File: src/rtl/upset_pkg.sv
package upset_pkg;

  typedef enum logic [1:0] {
    MODE_RAND  = 2'd0,
    MODE_DET   = 2'd1,
    MODE_SWEEP = 2'd2,
    MODE_ALT   = 2'd3
  } injMode_e;

  typedef enum logic [2:0] {
    ST_IDLE  = 3'd0,
    ST_COUNT = 3'd1,
    ST_IRQ   = 3'd2,
    ST_READ  = 3'd3,
    ST_CAPT  = 3'd4,
    ST_WRITE = 3'd5,
    ST_FIN   = 3'd6
  } ctrlState_e;

  // strobes from the controller to the datapath
  typedef struct packed {
    logic latchSel;  // start accepted: choose instant, address, mask
    logic cntRun;    // advance the cycle counter
    logic capData;   // capture the read byte
  } dpStrobe_t;

endpackage

File: src/rtl/upset_lfsr.sv
module upset_lfsr #(
  parameter int          LFSR_W = 32,
  parameter logic [31:0] TAPS   = 32'h80200003
) (
  input  logic              clk,
  input  logic              rstN,
  input  logic [LFSR_W-1:0] seed,
  input  logic              advance,
  output logic [LFSR_W-1:0] nextVal
);

  localparam logic [LFSR_W-1:0] TAP_MASK = TAPS[LFSR_W-1:0];

  logic [LFSR_W-1:0] stateQ;
  logic              needLoad;
  logic [LFSR_W-1:0] seedFix;
  logic [LFSR_W-1:0] baseVal;

  // an all-zero state would lock the register, so substitute 1
  assign seedFix = (seed == '0) ? LFSR_W'(1) : seed;
  assign baseVal = needLoad ? seedFix : stateQ;
  assign nextVal = baseVal[0] ? ((baseVal >> 1) ^ TAP_MASK) : (baseVal >> 1);

  always_ff @(posedge clk or negedge rstN) begin
    if (!rstN) begin
      stateQ   <= LFSR_W'(1);
      needLoad <= 1'b1;
    end else begin
      needLoad <= 1'b0;
      if (advance)       stateQ <= nextVal;
      else if (needLoad) stateQ <= seedFix;
    end
  end

endmodule

File: src/rtl/upset_datapath.sv
module upset_datapath
  import upset_pkg::*;
#(
  parameter int ADDR_W = 8,
  parameter int DATA_W = 8,
  parameter int TIME_W = 16,
  parameter int LFSR_W = 32,
  localparam int IDX_W = $clog2(DATA_W)
) (
  input  logic              clk,
  input  logic              rstN,
  input  dpStrobe_t         strobe,
  input  logic [1:0]        modeSel,
  input  logic [LFSR_W-1:0] seed,
  input  logic [TIME_W-1:0] detTime,
  input  logic [ADDR_W-1:0] detAddr,
  input  logic [IDX_W-1:0]  bitIdx,
  input  logic [TIME_W-1:0] runLen,
  input  logic [ADDR_W-1:0] addrBase,
  input  logic [ADDR_W-1:0] addrSpan,
  input  logic [DATA_W-1:0] memRdata,
  output logic              hit,
  output logic [ADDR_W-1:0] memAddr,
  output logic [DATA_W-1:0] memWdata
);

  localparam int TPROD_W = 2 * TIME_W;
  localparam int APROD_W = 2 * ADDR_W;

  injMode_e          mode;
  logic [LFSR_W-1:0] lfsrNext;
  logic              unusedLfsr;
  logic              lfsrStep;

  logic [TIME_W-1:0] sweepQ, sweepCur;
  logic [TIME_W:0]   sweepInc;
  logic [TIME_W-1:0] sweepNext;

  logic [TPROD_W-1:0] timeProd;
  logic [APROD_W-1:0] addrProd;
  logic [TIME_W-1:0]  randInst;
  logic [ADDR_W-1:0]  randAddr;

  logic [TIME_W-1:0] instSel;
  logic [ADDR_W-1:0] addrSel;
  logic [DATA_W-1:0] maskSel;

  logic [TIME_W-1:0] instQ, cntQ;
  logic [ADDR_W-1:0] addrQ;
  logic [DATA_W-1:0] maskQ, dataQ;

  assign mode     = injMode_e'(modeSel);
  assign lfsrStep = strobe.latchSel && (mode == MODE_RAND);

  upset_lfsr #(.LFSR_W(LFSR_W)) u_lfsr (
    .clk     (clk),
    .rstN    (rstN),
    .seed    (seed),
    .advance (lfsrStep),
    .nextVal (lfsrNext)
  );

  assign unusedLfsr = ^lfsrNext;

  // scale the random fields into their windows by multiply-high
  assign timeProd = {{TIME_W{1'b0}}, lfsrNext[TIME_W-1:0]} * {{TIME_W{1'b0}}, runLen};
  assign addrProd = {{ADDR_W{1'b0}}, lfsrNext[LFSR_W-1 -: ADDR_W]} * {{ADDR_W{1'b0}}, addrSpan};
  assign randInst = timeProd[TPROD_W-1:TIME_W];
  assign randAddr = addrBase + addrProd[APROD_W-1:ADDR_W];

  // exhaustive sweep offset
  assign sweepCur  = (sweepQ >= runLen) ? '0 : sweepQ;
  assign sweepInc  = {1'b0, sweepCur} + (TIME_W+1)'(1);
  assign sweepNext = (sweepInc >= {1'b0, runLen}) ? '0 : sweepInc[TIME_W-1:0];

  always_comb begin
    unique case (mode)
      MODE_RAND: begin
        instSel = randInst;
        addrSel = randAddr;
      end
      MODE_SWEEP: begin
        instSel = sweepCur;
        addrSel = detAddr;
      end
      default: begin
        instSel = detTime;
        addrSel = detAddr;
      end
    endcase
  end

  // one-hot mask, one decoder bit per data bit
  for (genvar g = 0; g < DATA_W; g++) begin : g_mask
    assign maskSel[g] = (bitIdx == IDX_W'(g));
  end

  always_ff @(posedge clk or negedge rstN) begin
    if (!rstN) begin
      sweepQ <= '0;
      instQ  <= '0;
      addrQ  <= '0;
      maskQ  <= '0;
    end else if (strobe.latchSel) begin
      sweepQ <= (mode == MODE_SWEEP) ? sweepNext : '0;
      instQ  <= instSel;
      addrQ  <= addrSel;
      maskQ  <= maskSel;
    end
  end

  always_ff @(posedge clk or negedge rstN) begin
    if (!rstN)                cntQ <= '0;
    else if (strobe.latchSel) cntQ <= '0;
    else if (strobe.cntRun)   cntQ <= cntQ + TIME_W'(1);
  end

  always_ff @(posedge clk or negedge rstN) begin
    if (!rstN)               dataQ <= '0;
    else if (strobe.capData) dataQ <= memRdata;
  end

  assign hit      = (cntQ == instQ);
  assign memAddr  = addrQ;
  assign memWdata = dataQ ^ maskQ;

endmodule

File: src/rtl/upset_ctrl.sv
module upset_ctrl
  import upset_pkg::*;
#(
  parameter int ACK_TIMEOUT = 16,
  localparam int TO_W = $clog2(ACK_TIMEOUT + 1)
) (
  input  logic      clk,
  input  logic      rstN,
  input  logic      start,
  input  logic      irqAck,
  input  logic      hit,
  output dpStrobe_t strobe,
  output logic      irqReq,
  output logic      memRd,
  output logic      memWr,
  output logic      done,
  output logic      timeoutErr
);

  ctrlState_e stQ, stNext;
  logic [TO_W-1:0] waitCnt;
  logic            waitExpired;
  logic            setErr;

  assign waitExpired = (waitCnt == TO_W'(ACK_TIMEOUT - 1));

  always_comb begin
    stNext = stQ;
    setErr = 1'b0;
    unique case (stQ)
      ST_IDLE:  if (start) stNext = ST_COUNT;
      ST_COUNT: if (hit) stNext = ST_IRQ;
      ST_IRQ: begin
        if (irqAck) stNext = ST_READ;
        else if (waitExpired) begin
          stNext = ST_IDLE;
          setErr = 1'b1;
        end
      end
      ST_READ:  stNext = ST_CAPT;
      ST_CAPT:  stNext = ST_WRITE;
      ST_WRITE: stNext = ST_FIN;
      ST_FIN:   stNext = ST_IDLE;
      default:  stNext = ST_IDLE;
    endcase
  end

  always_comb begin
    strobe.latchSel = (stQ == ST_IDLE) && start;
    strobe.cntRun   = (stQ == ST_COUNT) && !hit;
    strobe.capData  = (stQ == ST_CAPT);
  end

  always_ff @(posedge clk or negedge rstN) begin
    if (!rstN) stQ <= ST_IDLE;
    else       stQ <= stNext;
  end

  always_ff @(posedge clk or negedge rstN) begin
    if (!rstN)              waitCnt <= '0;
    else if (stQ == ST_IRQ) waitCnt <= waitCnt + TO_W'(1);
    else                    waitCnt <= '0;
  end

  always_ff @(posedge clk or negedge rstN) begin
    if (!rstN)                timeoutErr <= 1'b0;
    else if (strobe.latchSel) timeoutErr <= 1'b0;
    else if (setErr)          timeoutErr <= 1'b1;
  end

  assign irqReq = (stQ == ST_IRQ);
  assign memRd  = (stQ == ST_READ);
  assign memWr  = (stQ == ST_WRITE);
  assign done   = (stQ == ST_FIN);

endmodule

File: src/rtl/upset_inject_sched.sv
module upset_inject_sched
  import upset_pkg::*;
#(
  parameter int ADDR_W      = 8,
  parameter int DATA_W      = 8,
  parameter int TIME_W      = 16,
  parameter int LFSR_W      = 32,
  parameter int ACK_TIMEOUT = 16,
  localparam int IDX_W      = $clog2(DATA_W)
) (
  input  logic              clk,
  input  logic              rstN,
  input  logic [1:0]        modeSel,
  input  logic [LFSR_W-1:0] seed,
  input  logic [TIME_W-1:0] detTime,
  input  logic [ADDR_W-1:0] detAddr,
  input  logic [IDX_W-1:0]  bitIdx,
  input  logic [TIME_W-1:0] runLen,
  input  logic [ADDR_W-1:0] addrBase,
  input  logic [ADDR_W-1:0] addrSpan,
  input  logic              start,
  input  logic              irqAck,
  input  logic [DATA_W-1:0] memRdata,
  output logic              irqReq,
  output logic [ADDR_W-1:0] memAddr,
  output logic              memRd,
  output logic              memWr,
  output logic [DATA_W-1:0] memWdata,
  output logic              done,
  output logic              timeoutErr
);

  dpStrobe_t strobe;
  logic      hit;

  upset_ctrl #(.ACK_TIMEOUT(ACK_TIMEOUT)) u_ctrl (
    .clk        (clk),
    .rstN       (rstN),
    .start      (start),
    .irqAck     (irqAck),
    .hit        (hit),
    .strobe     (strobe),
    .irqReq     (irqReq),
    .memRd      (memRd),
    .memWr      (memWr),
    .done       (done),
    .timeoutErr (timeoutErr)
  );

  upset_datapath #(
    .ADDR_W (ADDR_W),
    .DATA_W (DATA_W),
    .TIME_W (TIME_W),
    .LFSR_W (LFSR_W)
  ) u_dp (
    .clk      (clk),
    .rstN     (rstN),
    .strobe   (strobe),
    .modeSel  (modeSel),
    .seed     (seed),
    .detTime  (detTime),
    .detAddr  (detAddr),
    .bitIdx   (bitIdx),
    .runLen   (runLen),
    .addrBase (addrBase),
    .addrSpan (addrSpan),
    .memRdata (memRdata),
    .hit      (hit),
    .memAddr  (memAddr),
    .memWdata (memWdata)
  );

endmodule

File: config.mk
export PLATFORM = sky130hd
export DESIGN_NAME = upset_inject_sched
export DESIGN_NICKNAME = d
export VERILOG_FILES = /design/src/rtl/upset_pkg.sv /design/src/rtl/upset_lfsr.sv /design/src/rtl/upset_datapath.sv /design/src/rtl/upset_ctrl.sv /design/src/rtl/upset_inject_sched.sv
export SDC_FILE = /design/constraint.sdc
export NUM_CORES = 1
export LEC_CHECK = 0
export BUFFER_PORTS_ARGS = -buffer_cell sky130_fd_sc_hd__buf_4
export CAP_MARGIN = 20
export CORE_AREA = 2 2 230 209
export CTS_BUF_LIST = sky130_fd_sc_hd__clkbuf_16
export CTS_CLUSTER_DIAMETER = 40
export DETAILED_ROUTE_END_ITERATION = 10
export DIE_AREA = 0 0 232 211
export PLACE_DENSITY = 0.51
export SLEW_MARGIN = 0
export SYNTH_ARGS = -nofsm -noshare
export SYNTH_HDL_FRONTEND = slang
export SYNTH_SLANG_ARGS = --single-unit
File: constraint.sdc
create_clock -name clk -period 12.3 [get_ports clk]
set_clock_uncertainty 0.15 [all_clocks]
set_input_delay 2.46 -clock clk [delete_from_list [all_inputs] [get_ports clk]]
set_output_delay 2.46 -clock clk [all_outputs]
set_load 0.02 [all_outputs]
==> impl_results.md, run 1 <==
- Chip width: roughly 230 um
- Rel. slew slack: 0.461
- Synthesized net count: 2421
- Syn. warnings: 0
- Post-CTS setup buffer count: 0
- Post-Syn Area: 17000 um2
- Final setup violation count: 0
- WHS: roughly 0.32 ns
- Initial core utilization: 0.367
- Largest net degree at the start of global routing: slightly below 60
- Clk_lat worst skew: roughly 0.44 ns
- Row Count: 75
- CTS resizes: 0
- Max clock buf depth: 2
- Total global routing overflow: 0
- Hold-fix buffers, CTS: 0
- Hold Vio Cnt, Final: 0
- Critical path data required time: 12.46 ns
- Sequential share of the synthesized area: 0.168
- Share of cells above drive strength 1: 0.112
- Routability Congestion: just under 0.9
- Final worst-path cycle share: 0.801
- Crit path max fanout: 16
- TritonRoute pass-1 iters: 5
- Post-DR wirelength/cell: 19.6 um
- CTS tree: built
- Total Wirelength: 51.5 mm
- Die area: 49000 um2
- Top post-synthesis cells by area: fa_1 (27%), dfrtp_1 (16%), ha_1 (13%)
- CTS Buf Count: 17
- Post-route insts no fill: 2625
- Crit path launch type: primary input
- Max Slew Vio Count: 0
- Global-route wire length before repair: about 83 mm
- IO Port Bufs: between 100 and 150
- Data arrival, critical path: about 10 ns
- Vias/cell: 5.21
- Max_cap viols: 0
- RSZ-0062 raised after global routing: no
- Dpl cells: between 2k and 3k
- Async set-or-reset flop fraction in the synthesized netlist: 1.00
- Status: finished clean
- IO Pins: 126
- Initial antenna violation count: 0
- Cells after Synth: ~1.9k
- # DRC: 0
- GRT Resource Usage Total: 0.221
- Number of flops mapped to enable cells by yosys: 0
- CP Class: in -> reg
- Area post-placement: ~19000 um2
- Synthesized area per cell: 8.92 um2
- Synth Flop Type: dfrtp_1
- Worst Tran Pin Value: approximately 0.81 ns
- Diodes inserted: 0
- Fin crit period: between 9 and 10 ns
- Fmax: around 100 MHz
- Synthesized flop and latch total: ~110
- Layout area overhead: 12.5%
- DRT antenna net count: 0
- Final net count: 2507
- Chip Height: roughly 210 um
- Element type at the critical path end: flip-flop
- Clock slew seen by the registers of the worst setup and hold paths: about 0.060 ns
- Design area: 19200 um2
- HPWL after detailed placement: between 40 and 50 mm
- Core area: ~46000 um2
- H-tree Lvls: 4
- Vias in the first global route: 14.5k
- TNS Setup: 0 ns
- Synth cell types: 73
- DRT iter0 DRCs: 840
- Yosys top cell area share: 0.269
- CTS root buffer: clkbuf_16
- Cell taking the most area after synthesis: fa_1
- Min-delay worst type: reg -> reg
- DR vias: about 14k
- CTS Sinks: about 110
- Fillers: around 4.6k
-- critical path, cell delays in order --
cell	delay [ns]
buf_4	0.12
nor4_1	0.61
and4_1	0.36
a21o_1	0.23
o21a_1	0.52
xnor2_1	0.15
buf_4	0.22
and2_1	0.18
fa_1	0.47
inv_1	0.05
fa_1	0.48
inv_1	0.05
ha_1	0.16
inv_1	0.06
fa_1	0.44
fa_1	0.54
inv_1	0.05
fa_1	0.43
ha_1	0.31
a211oi_1	0.07
o21a_1	0.20
or3_1	0.38
and3_1	0.24
o31ai_4	0.32
o221ai_1	0.17
and2_1	0.21
and4b_1	0.17
or3_1	0.33
-- routing by layer --
metal,vias to the layer above,GRT usage,part of all wire
met1,6952,0.330,0.49
met4,0,0.0338,0.0085
met3,31,0.0285,0.051
li1,6345,-,-
met2,345,0.348,0.45
met5,-,0,0
-- area by class of cell --
class | count | area (um2) | share of cell area
clock buffers | 17 | 425 | 0.0222
clock inverters | 15 | 133 | 0.00692
inverters | 302 | 1130 | 0.0592
multi-input cells | 1420 | 12800 | 0.667
flip-flops and latches | 114 | 2860 | 0.149
well taps | 616 | 771 | 0.0402
repair buffers | 141 | 1060 | 0.0552
-- registers in the layout, indices dropped and copies added (netlist names), 5 cells and up --
signal / flops
u_dp.dataQ: 8
u_dp.instQ: 16
u_dp.memAddr: 8
u_dp.sweepQ: 16
u_dp.u_lfsr.stateQ: 32
u_dp.maskQ: 8
u_ctrl.waitCnt: 5
u_dp.cntQ: 16
-- cell usage in the layout (no fill, tap or decap), types with 12 or more instances in the layout --
cell type,n
a21o_1,31
a21oi_1,70
and2_1,99
and3_1,17
buf_4,141
clkbuf_16,17
dfrtp_1,112
fa_1,229
ha_1,177
inv_1,302
mux2_2,27
mux2i_1,15
nand2_1,225
nand2b_1,12
nand3_1,25
nand4_1,16
nor2_1,168
nor2b_1,12
nor3_1,15
o21ai_0,31
o21ai_1,15
or3_1,12
xnor2_1,47
xor2_1,26
-- synthesized netlist by cell type, types with 12 or more instances --
library cell    n
and2_1         99
o21ai_0        31
o21ai_1        15
nor2_1        169
or3_1          12
clkbuf_1       68
nor3_1         15
nand2b_1       12
a21oi_1        70
nand4_1        16
inv_1         301
nand3_1        25
xnor2_1        47
fa_1          229
mux2_2         27
nand2_1       225
xor2_1         26
a21o_1         31
ha_1          177
nor2b_1        12
mux2i_1        19
and3_1         17
dfrtp_1       112
-- through the flow --
step	util	setup WS (ns)
after floorplan	-	3.32
after detailed placement	0.400	2.08
after global placement	0.400	2.15
final	0.412	2.45
after CTS	0.412	2.57
after global routing	0.412	2.10
-- kinds of logic (layout without fill, tap and decap cells) --
| family | Yosys count | count (layout) | share of synthesized area |
|---|---|---|---|
| multiplexers | 53 | 53 | 0.0374 |
| other | 1 | 1 | 0.000220 |
| XOR/XNOR | 73 | 73 | 0.0375 |
| AND/OR/NAND/NOR | 636 | 636 | 0.176 |
| adder cells (fa/ha/maj) | 406 | 406 | 0.399 |
| AO/OA/AOI/OAI | 251 | 251 | 0.0985 |
| flip-flops | 114 | 114 | 0.168 |
| buffers and inverters | 376 | 475 | 0.0832 |
-- final timing paths --
kind / start / endpoint / slack (ns) / depth (start not counted)
worst max-delay path: seed[25] / u_dp.instQ[15]$_DFFE_PN0P_ / 2.45 / 28
worst min-delay path: u_ctrl.waitCnt[0]$_DFF_PN0_ / u_ctrl.waitCnt[0]$_DFF_PN0_ / 0.32 / 1
worst max register to register: u_dp.u_lfsr.needLoad$_DFF_PN1_ / u_dp.instQ[15]$_DFFE_PN0P_ / 4.43 / 25
worst min register to register: u_ctrl.waitCnt[0]$_DFF_PN0_ / u_ctrl.waitCnt[0]$_DFF_PN0_ / 0.32 / 1
max in group asynchronous: rstN / u_dp.u_lfsr.stateQ[25]$_DFF_PN0_ / 8.72 / 2
min in group asynchronous: rstN / u_ctrl.waitCnt[4]$_DFF_PN0_ / 1.93 / 1
Power of run 1 is left out: the tool's default activity adds up to more than one toggle a clock period on the data nets, which glitch-free logic cannot reach.
==> inputs of run 2 (changes only) <==
==> constraint.sdc (replaced) <==
create_clock -name clk -period 9.58 [get_ports clk]
set_clock_uncertainty 0.15 [all_clocks]
set_input_delay 1.916 -clock clk [delete_from_list [all_inputs] [get_ports clk]]
set_output_delay 1.916 -clock clk [all_outputs]
set_load 0.02 [all_outputs]
==> run 2 against run 1 <==
Effect of this change:
- critical path depth unchanged
- flip-flop and latch count unchanged
- setup slack worse by 1.7 ns
- critical path type unchanged
- highest routed layer unchanged
==> impl_results.md, run 2 (synthesized netlist as in run 1, its figures left out) <==
- Flip-flop count of the largest register after layout: 32 (unchanged)
- # DRC: 0 (unchanged)
- DRT iter0 DRCs: 942 (+12%)
- FF-to-FF path depth: 24 (-4.0%)
- Die area: 49000 um2 (unchanged)
- Final net count: 2514 (+0.28%)
- Status: finished clean
- DR vias: 13.6k (-0.41%)
- Rel. slew slack: 0.365 (-0.0958)
- Commonest non-fill, non-tap cell in the layout: inv_1
- Total Wirelength: 51.8 mm (+0.48%)
- Post-CTS setup buffer count: 0 (unchanged)
- CP Class: in -> reg
- Hold-fix buffers, CTS: 0 (unchanged)
- Worst R2R Setup Slack: 1.52 ns (-2.91 ns)
- Routability Congestion: 0.894 (+1.1%)
- Total global routing overflow: 0 (unchanged)
- Most frequent cells in the layout: inv_1 (302), fa_1 (229), nand2_1 (225)
- Fmax: about 110 MHz
- Hold path depth: 1 (unchanged)
- IO Pins: 126 (unchanged)
- Post-DR wirelength/cell: 19.7 um (+0.21%)
- Vias/cell: 5.17 (-0.67%)
- Worst Tran Pin Value: 0.952 ns (+0.144 ns)
- CTS Buf Count: 17 (unchanged)
- GRT Resource Usage Total: 0.221 (-0.000438)
- Diodes inserted: 0 (unchanged)
- Max_cap viols: 0 (unchanged)
- Top reg by flops: u_dp.u_lfsr.stateQ
- Chip width: 232 um (unchanged)
- Final setup violation count: 0 (unchanged)
- Hold Vio Cnt, Final: 0 (unchanged)
- Max Slew Vio Count: 0 (unchanged)
- CTS Sinks: 114 (unchanged)
- Final worst-path cycle share: 0.923
- RSZ-0062 raised after global routing: no
- Worst hold start: u_ctrl.waitCnt[0]$_DFF_PN0_
- CTS tree: built
- Fin crit period: around 8.8 ns
- Cell family with most CP delay: adder cells
- Initial core utilization: 0.367 (unchanged)
- CP max stage cell: fa_1
- Clk_lat worst skew: 0.43 ns (about the same)
- Critical path data required time: 9.73 ns (-2.73 ns)
- DRT antenna net count: 0 (unchanged)
- Layout area overhead: 12.7%
- Worst path buffer plus inverter count: 7 (+1)
- Row Count: 75 (unchanged)
- Clock slew seen by the registers of the worst setup and hold paths: 0.06 ns (about the same)
- Crit path max fanout: 9 (-7)
- H-tree Lvls: 4 (unchanged)
- Worst flop-to-flop path endpoint: u_dp.instQ[15]$_DFFE_PN0P_
- Max clock buf depth: 2 (unchanged)
- Element type at the critical path end: flip-flop
- TNS Setup: 0 ns (unchanged)
- Reg2reg start: u_dp.u_lfsr.needLoad$_DFF_PN1_
- Crit path launch type: primary input
- Share of cells above drive strength 1: 0.114 (+0.00110)
- HPWL after detailed placement: 41.3 mm (+0.84%)
- Min-delay worst type: reg -> reg
- Initial antenna violation count: 0 (unchanged)
- CTS root buffer: clkbuf_16
- Data arrival, critical path: 8.99 ns (-1.02 ns)
- Hold Crit Endpoint: u_ctrl.waitCnt[0]$_DFF_PN0_
- Chip Height: 211 um (unchanged)
- CTS resizes: 0 (unchanged)
- Largest net degree at the start of global routing: 61 (+3.4%)
- Global-route wire length before repair: 83.3 mm (about the same)
- IO Port Bufs: 125 (unchanged)
- TritonRoute pass-1 iters: 4 (-1)
- Most numerous cell on the critical path: fa_1
- Core area: 46500 um2 (unchanged)
- Critical path's largest stage delay: 0.49 ns (-0.12 ns)
- Vias in the first global route: 14.5k (-0.29%)
==> run 2: final cells by class <==
type | count | area (um2)
timing repair buffer | 148 | 1110
tap | 616 | 771
fill | 4712 | 27300
inverter | 302 | 1130
multi-input combinational | 1420 | 12800
sequential | 114 | 2860
clock buffer | 17 | 425
clock inverter | 15 | 133
==> run 2: how the worst max path moves through the flow <==
stage               slack (ns)                    endpoint  startpoint  cells after the start
floorplan                 1.15  u_dp.instQ[15]$_DFFE_PN0P_    seed[27]                     27
global placement          0.31  u_dp.instQ[15]$_DFFE_PN0P_    seed[29]                     28
detailed placement        0.26  u_dp.instQ[15]$_DFFE_PN0P_    seed[29]                     27
CTS                       0.71  u_dp.instQ[15]$_DFFE_PN0P_    seed[29]                     28
global route              0.32   u_dp.instQ[9]$_DFFE_PN0P_    seed[27]                     29
finish                    0.74   u_dp.instQ[9]$_DFFE_PN0P_    seed[29]                     28
==> run 2: worst reg2reg max path: stages (launching register included) <==
cell,delay [ns]
dfstp_2,1.16
nand2b_1,0.18
a21o_1,0.28
o21a_1,0.20
xnor2_1,0.71
nand2_1,0.16
fa_1,0.43
fa_1,0.52
inv_1,0.04
ha_1,0.16
inv_1,0.07
fa_1,0.44
fa_1,0.55
inv_1,0.06
fa_1,0.43
ha_1,0.32
a211oi_1,0.08
o21a_1,0.20
or3_1,0.38
and3_1,0.23
o31ai_4,0.32
o221ai_1,0.16
and2_1,0.20
and4b_1,0.17
or3_1,0.34
==> run 2: per-stage QoR <==
stage	cells	util	hold slack [ns]	setup WS (ns)	area [um2]
final	2632	0.413	0.318	0.740	19200
after detailed placement	2600	0.401	0.316	0.257	18600
after CTS	2632	0.413	0.325	0.711	19200
after global placement	2600	0.401	0.301	0.315	18600
after global routing	2632	0.413	0.350	0.324	19200
after floorplan	1910	-	0.283	1.15	17000
==> run 2: per-layer routing <==
layer	GRT usage	routed length (um)	part of all wire
met1	0.332	25500	0.49
met3	0.0315	2630	0.051
met2	0.341	23100	0.45
met5	0	0	0
met4	0.0345	580	0.011
Power of run 2 is left out for the same reason.
